==> src/rtl/trx_pkg.sv <==
package trx_pkg;
  typedef enum logic [2:0] {
    ST_IDLE  = 3'd0,
    ST_WTX   = 3'd1,
    ST_TX    = 3'd2,
    ST_WRX   = 3'd3,
    ST_WDATA = 3'd4,
    ST_RX    = 3'd5,
    ST_WLB   = 3'd6,
    ST_LB    = 3'd7
  } trx_state_e;

  localparam int IRQ_STATES = 6;
endpackage

==> src/rtl/trx_timer.sv <==
module trx_timer #(
  parameter int CNT_W = 9
) (
  input  logic             clk,
  input  logic             rst_n,
  input  logic             run_i,
  input  logic             restart_i,
  input  logic [CNT_W-1:0] limit_i,
  output logic             hit_o
);
  logic [CNT_W-1:0] cnt_q;

  always_ff @(posedge clk or negedge rst_n) begin
    if (!rst_n)                 cnt_q <= '0;
    else if (!run_i || restart_i) cnt_q <= '0;
    else                        cnt_q <= cnt_q + 1'b1;
  end

  assign hit_o = run_i && (cnt_q == limit_i);
endmodule

==> src/rtl/trx_next.sv <==
module trx_next
  import trx_pkg::*;
(
  input  trx_state_e state_i,
  input  logic       start_i,
  input  logic       stop_i,
  input  logic       loopback_i,
  input  logic       multi_rx_i,
  input  logic       tx_done_i,
  input  logic       data_det_i,
  input  logic       rx_done_i,
  input  logic       wait_hit_i,
  output trx_state_e next_o
);
  always_comb begin
    next_o = state_i;
    unique case (state_i)
      ST_IDLE:  if (start_i)    next_o = ST_WTX;
      ST_WTX:   if (wait_hit_i) next_o = ST_TX;
      ST_TX:    if (tx_done_i)  next_o = loopback_i ? ST_WLB : ST_WRX;
      ST_WRX:   if (wait_hit_i) next_o = ST_WDATA;
      ST_WDATA: if (data_det_i) next_o = ST_RX;
      ST_RX:    if (rx_done_i)  next_o = multi_rx_i ? ST_WDATA : ST_IDLE;
      ST_WLB:   if (wait_hit_i) next_o = ST_LB;
      ST_LB:    if (rx_done_i)  next_o = ST_IDLE;
      default:                  next_o = ST_IDLE;
    endcase
    if (stop_i) next_o = ST_IDLE;
  end
endmodule

==> src/rtl/trx_irq.sv <==
module trx_irq
  import trx_pkg::*;
(
  input  logic                  clk,
  input  logic                  rst_n,
  input  logic                  enter_evt_i,
  input  logic                  clr_i,
  output logic                  irq_o,
  output logic                  sticky_o
);
  always_ff @(posedge clk or negedge rst_n) begin
    if (!rst_n) begin
      irq_o    <= 1'b0;
      sticky_o <= 1'b0;
    end else begin
      irq_o    <= enter_evt_i;
      sticky_o <= enter_evt_i | (sticky_o & ~clr_i);
    end
  end
endmodule

==> src/rtl/trx_seq.sv <==
module trx_seq
  import trx_pkg::*;
#(
  parameter int WAIT_W  = 16,
  parameter int GUARD_W = 8,
  parameter int TRIM_W  = 8
) (
  input  logic                  clk,
  input  logic                  rst_n,
  input  logic                  start_i,
  input  logic                  stop_i,
  input  logic                  loopback_i,
  input  logic                  multi_rx_i,
  input  logic                  tx_done_i,
  input  logic                  data_det_i,
  input  logic                  rx_done_i,
  input  logic [WAIT_W-1:0]     tx_wait_i,
  input  logic [TRIM_W-1:0]     trim_i,
  input  logic [GUARD_W-1:0]    guard_i,
  input  logic [IRQ_STATES-1:0] irq_mask_i,
  input  logic                  irq_clr_i,
  output logic [2:0]            state_o,
  output logic                  rx_busy_o,
  output logic                  irq_o,
  output logic                  irq_sticky_o
);
  localparam int SUM_W = ((WAIT_W > TRIM_W) ? WAIT_W : TRIM_W) + 1;
  localparam int CNT_W = (SUM_W > GUARD_W) ? SUM_W : GUARD_W;

  // Pre-transmit limit: base wait plus phase trim (counter hits after limit+1 cycles)
  function automatic logic [CNT_W-1:0] tx_limit(input logic [WAIT_W-1:0] w,
                                                 input logic [TRIM_W-1:0] t);
    return CNT_W'(w) + CNT_W'(t);
  endfunction

  function automatic logic [CNT_W-1:0] guard_limit(input logic [GUARD_W-1:0] g);
    return CNT_W'(g);
  endfunction

  trx_state_e       state_q, nxt_state;
  logic             in_wait, state_chg, wait_hit, enter_evt;
  logic [CNT_W-1:0] wait_limit;
  logic [7:0]       mask_ext;

  assign in_wait    = (state_q == ST_WTX) || (state_q == ST_WRX) || (state_q == ST_WLB);
  assign wait_limit = (state_q == ST_WTX) ? tx_limit(tx_wait_i, trim_i) : guard_limit(guard_i);
  assign state_chg  = (nxt_state != state_q);
  assign mask_ext   = {{(8-IRQ_STATES){1'b0}}, irq_mask_i};
  assign enter_evt  = state_chg && mask_ext[nxt_state];

  trx_timer #(.CNT_W(CNT_W)) u_timer (
    .clk       (clk),
    .rst_n     (rst_n),
    .run_i     (in_wait),
    .restart_i (state_chg),
    .limit_i   (wait_limit),
    .hit_o     (wait_hit)
  );

  trx_next u_next (
    .state_i    (state_q),
    .start_i    (start_i),
    .stop_i     (stop_i),
    .loopback_i (loopback_i),
    .multi_rx_i (multi_rx_i),
    .tx_done_i  (tx_done_i),
    .data_det_i (data_det_i),
    .rx_done_i  (rx_done_i),
    .wait_hit_i (wait_hit),
    .next_o     (nxt_state)
  );

  always_ff @(posedge clk or negedge rst_n) begin
    if (!rst_n) state_q <= ST_IDLE;
    else        state_q <= nxt_state;
  end

  trx_irq u_irq (
    .clk         (clk),
    .rst_n       (rst_n),
    .enter_evt_i (enter_evt),
    .clr_i       (irq_clr_i),
    .irq_o       (irq_o),
    .sticky_o    (irq_sticky_o)
  );

  assign state_o   = state_q;
  assign rx_busy_o = (state_q == ST_RX) || (state_q == ST_LB);
endmodule

==> config.mk <==
export PLATFORM = sky130hd
export DESIGN_NAME = trx_seq
export DESIGN_NICKNAME = d
export VERILOG_FILES = /design/src/rtl/trx_pkg.sv /design/src/rtl/trx_timer.sv /design/src/rtl/trx_next.sv /design/src/rtl/trx_irq.sv /design/src/rtl/trx_seq.sv
export SDC_FILE = /design/constraint.sdc
export NUM_CORES = 1
export LEC_CHECK = 0
export CAP_MARGIN = 20
export CELL_PAD_IN_SITES_DETAIL_PLACEMENT = 1
export CELL_PAD_IN_SITES_GLOBAL_PLACEMENT = 1
export CORE_ASPECT_RATIO = 1.2
export CORE_UTILIZATION = 41
export DETAILED_ROUTE_END_ITERATION = 6
export GPL_ROUTABILITY_DRIVEN = 0
export GPL_TIMING_DRIVEN = 1
export MAX_ROUTING_LAYER = met4
export PLACE_DENSITY_LB_ADDON = 0.1
export SKIP_LAST_GASP = 1
export SLEW_MARGIN = 25
export SYNTH_ARGS = -nofsm -noshare
export SYNTH_HDL_FRONTEND = slang
export SYNTH_SLANG_ARGS = --single-unit
==> constraint.sdc <==
create_clock -name clk -period 11.3 [get_ports clk]
set_input_delay 2.26 -clock clk [delete_from_list [all_inputs] [get_ports clk]]
set_output_delay 2.26 -clock clk [all_outputs]
set_load 0.03 [all_outputs]
==> run metrics <==
antenna cells=0; Hold Crit Class=reg -> reg; Simple-Gate Fraction of Synth Area=31.0%; top_reg_cell synth=dfrtp_1; gr usage total=24.5%; first-pass GRT wire length=11,800 um; CTS clk-pin slew, worst paths=70 ps; HPWL after detailed placement=5840 um; Worst Tran Pin Value=588 ps; Fin. Hold Viols=0; MaxCap Viol Count=0; Int Pwr=143 uW; Clk pwr share=22.2%; Fmax achieved=155 MHz; number of global-route vias before repair=2,544; Critical Path Max Stage Delay=590 ps; unrepaired setup endpoints after global routing=false; cells after synthesis=304; leak pwr=0.00119 uW; WL/cell=16.7 um; Crit Path Class=in -> reg; fill count=714; FF-to-FF path depth=10; hold path cells=2; combinational family with the most area after synthesis=simple AND/OR/NAND/NOR gates; share of layout cells above drive strength 1=8.24%; crit share post-route=57.2%; sequential area share after synthesis=22.5%; CTS root buf=clkbuf_8; required time of the critical path=11,470 ps; status=finished, final reports clean; Switching Fraction=32.7%; minimum clock period=6460 ps; DR pass1 iterations=4; Synthesis Warnings=0; EDFF count, synth=0; # nets final=412; flops & latches, synth=22; VDD IR max=0.0000637 V; Reg power frac=38.8%; Slowest cell on crit path=a2111oi_0; TNS Setup=0 ps; critical path depth=13; count of final setup violators=0; Clock Latency Late Sink=260 ps; library cells used by synthesis=57; dpl cells=429; drt drc=0; crit-path max FO=5; Slew HR=59.8%; Mapped Area=2440 um^2; Initial Utilization=42.8%; worst-case clock buffer depth=2; fraction of synthesized area in multiplexers=4.61%; final setup margin=4840 ps; CP Capture Type=flip-flop; Area growth syn-to-layout=25.6%; Resized Gates After CTS=0; TritonCTS clock tree=yes; Post-Synth Adder-Cell Area=5.43%; Die Width=72.5 um; H-tree lvl count=1; FF+latch area=551 um^2; First DRT Iteration DRCs=99; Setup WS pre-CTS=4550 ps; Comb pwr share=38.9%; Die Y=86.6 um; synthesized net count=362; FP Rows=30; final max-slew violation count=0; Synth Area in XOR/XNOR=10.0%; detailed-route via count=2,509; Die Footprint=6270 um^2; cell mode on critical path=or3_1; NetSw=69.3 uW; syn_area_per_cell=8.04 um^2; core box area=5710 um^2; clock sink count=22; final design utilization=53.8%; CP Cell Sequence=clkdlybuf4s50_1 > ha_1 > fa_1 > a211oi_1 > or3_1 > a21oi_1 > or3_1 > a2111oi_0 > nand3_1 > nor4_4 > mux2_2 > or3_1 > o221ai_1; Post-CTS Setup Bufs=0; final wirelength=7230 um; clk_skew=4.21 ps; hold_buf cts=0; number of top-level pins=54; total CTS buffers=3; grt total ovfl=0; Critical Path Start Type=primary input; Synth Area in Compound Gates=22.1%; Final ANT Viol Nets=0; crit path DAT=6640 ps; worst path buffer plus inverter count=1; initial antenna violation count=0; PD cells=69.0 nW/um^2; vias per cell=5.81; I/O Buffers=53; FFs w/ async S/R, synth=100%; pin count of the biggest net entering global routing=23; critical path's top delay family=simple AND/OR/NAND/NOR gates; area occupied by multi-input gates=1790 um^2; Non-Filler Instances=432
-- final timing paths --
path	to	from	slack, ps
min in group asynchronous	u_irq.irq_o$_DFF_PN0_	rst_n	1960
max in group asynchronous	u_timer.cnt_q[11]$_DFF_PN0_	rst_n	9010
max reg2reg	u_irq.sticky_o$_DFF_PN0_	state_o[0]$_DFF_PN0_	6960
min	u_irq.sticky_o$_DFF_PN0_	u_irq.sticky_o$_DFF_PN0_	510
min reg2reg	u_irq.sticky_o$_DFF_PN0_	u_irq.sticky_o$_DFF_PN0_	510
max	u_irq.sticky_o$_DFF_PN0_	tx_wait_i[0]	4840
-- area by class of cell --
cell class,instances,share of cell area (%)
inverters,13,1.59
clock buffers,3,1.35
flip-flops and latches,22,17.9
well taps,80,3.26
multi-input cells,259,58.3
repair buffers,55,17.6
-- kinds of logic (layout without fill, tap and decap cells) --
kind of cell / after synthesis / in the layout
buf+inv: 23 / 71
mux: 10 / 10
compound gates: 78 / 78
flops: 22 / 22
xor+xnor: 28 / 28
fa+ha+maj: 10 / 10
simple gates: 133 / 133
-- synth_stat cells, drive strengths merged (10+ instances only) --
master / n / area, um^2
nand2: 17 / 63.8
o211ai: 11 / 82.6
dfrtp: 22 / 551
xor2: 15 / 131
nand3: 16 / 80.1
inv: 12 / 45.0
nor2: 37 / 164
xnor2: 13 / 114
o21ai: 10 / 53.8
a21oi: 21 / 105
-- registers in the layout (all words and copies together), names as in the netlist --
name            flops
u_irq.irq_o         1
state_o             3
u_irq.sticky_o      1
u_timer.cnt_q      17
-- stage by stage --
step	instance area, um^2	hold WS (ps)	total power (uW)
2_1_floorplan	2440	483	132
3_3_place_gp	3030	486	165
3_5_place_dp	3030	493	166
4_1_cts	3070	516	214
5_1_grt	3070	553	224
6_report	3070	509	212
-- worst register-to-register path: stages (launching register included) --
cell and delay (ps):
dfrtp_1 660, or3b_1 680, nand2_1 190, o31ai_1 100, or3_1 360, a2111oi_0 590, nand3_1 280, nor4_4 440
mux2_2 410, or3_1 400, o221ai_1 150
-- routing by layer --
metal	track usage, %	part of all wire (%)	vias to the layer above
met1	26.2	42	1210
met3	3.26	3.1	12
li1	-	-	1232
met4	6.42	2.3	0
met2	46.6	53	55
met5	-	0	-
-- power groups by stage --
stage / logic (uW) / registers [uW] / clock network (uW)
2_1_floorplan: 46.3 / 85.5 / 0
5_1_grt: 90.2 / 82.5 / 51.3
6_report: 82.5 / 82.3 / 47.1
3_5_place_dp: 82.5 / 83.7 / 0
3_3_place_gp: 81.1 / 83.8 / 0
4_1_cts: 83.0 / 82.2 / 48.5
-- placed cells by master (no fill, tap or decap), types with 9 or more instances in the layout --
| cell | count |
|---|---|
| o211ai_1 | 11 |
| clkdlybuf4s50_1 | 52 |
| o21ai_0 | 9 |
| dfrtp_1 | 22 |
| xnor2_1 | 13 |
| nand3_1 | 16 |
| nand2_1 | 17 |
| xor2_1 | 15 |
| nor2_2 | 10 |
| nor2_1 | 27 |
| and3_1 | 9 |
| ha_1 | 9 |
| inv_1 | 12 |
| a21oi_1 | 21 |
(Power assumes the default switching activity.)
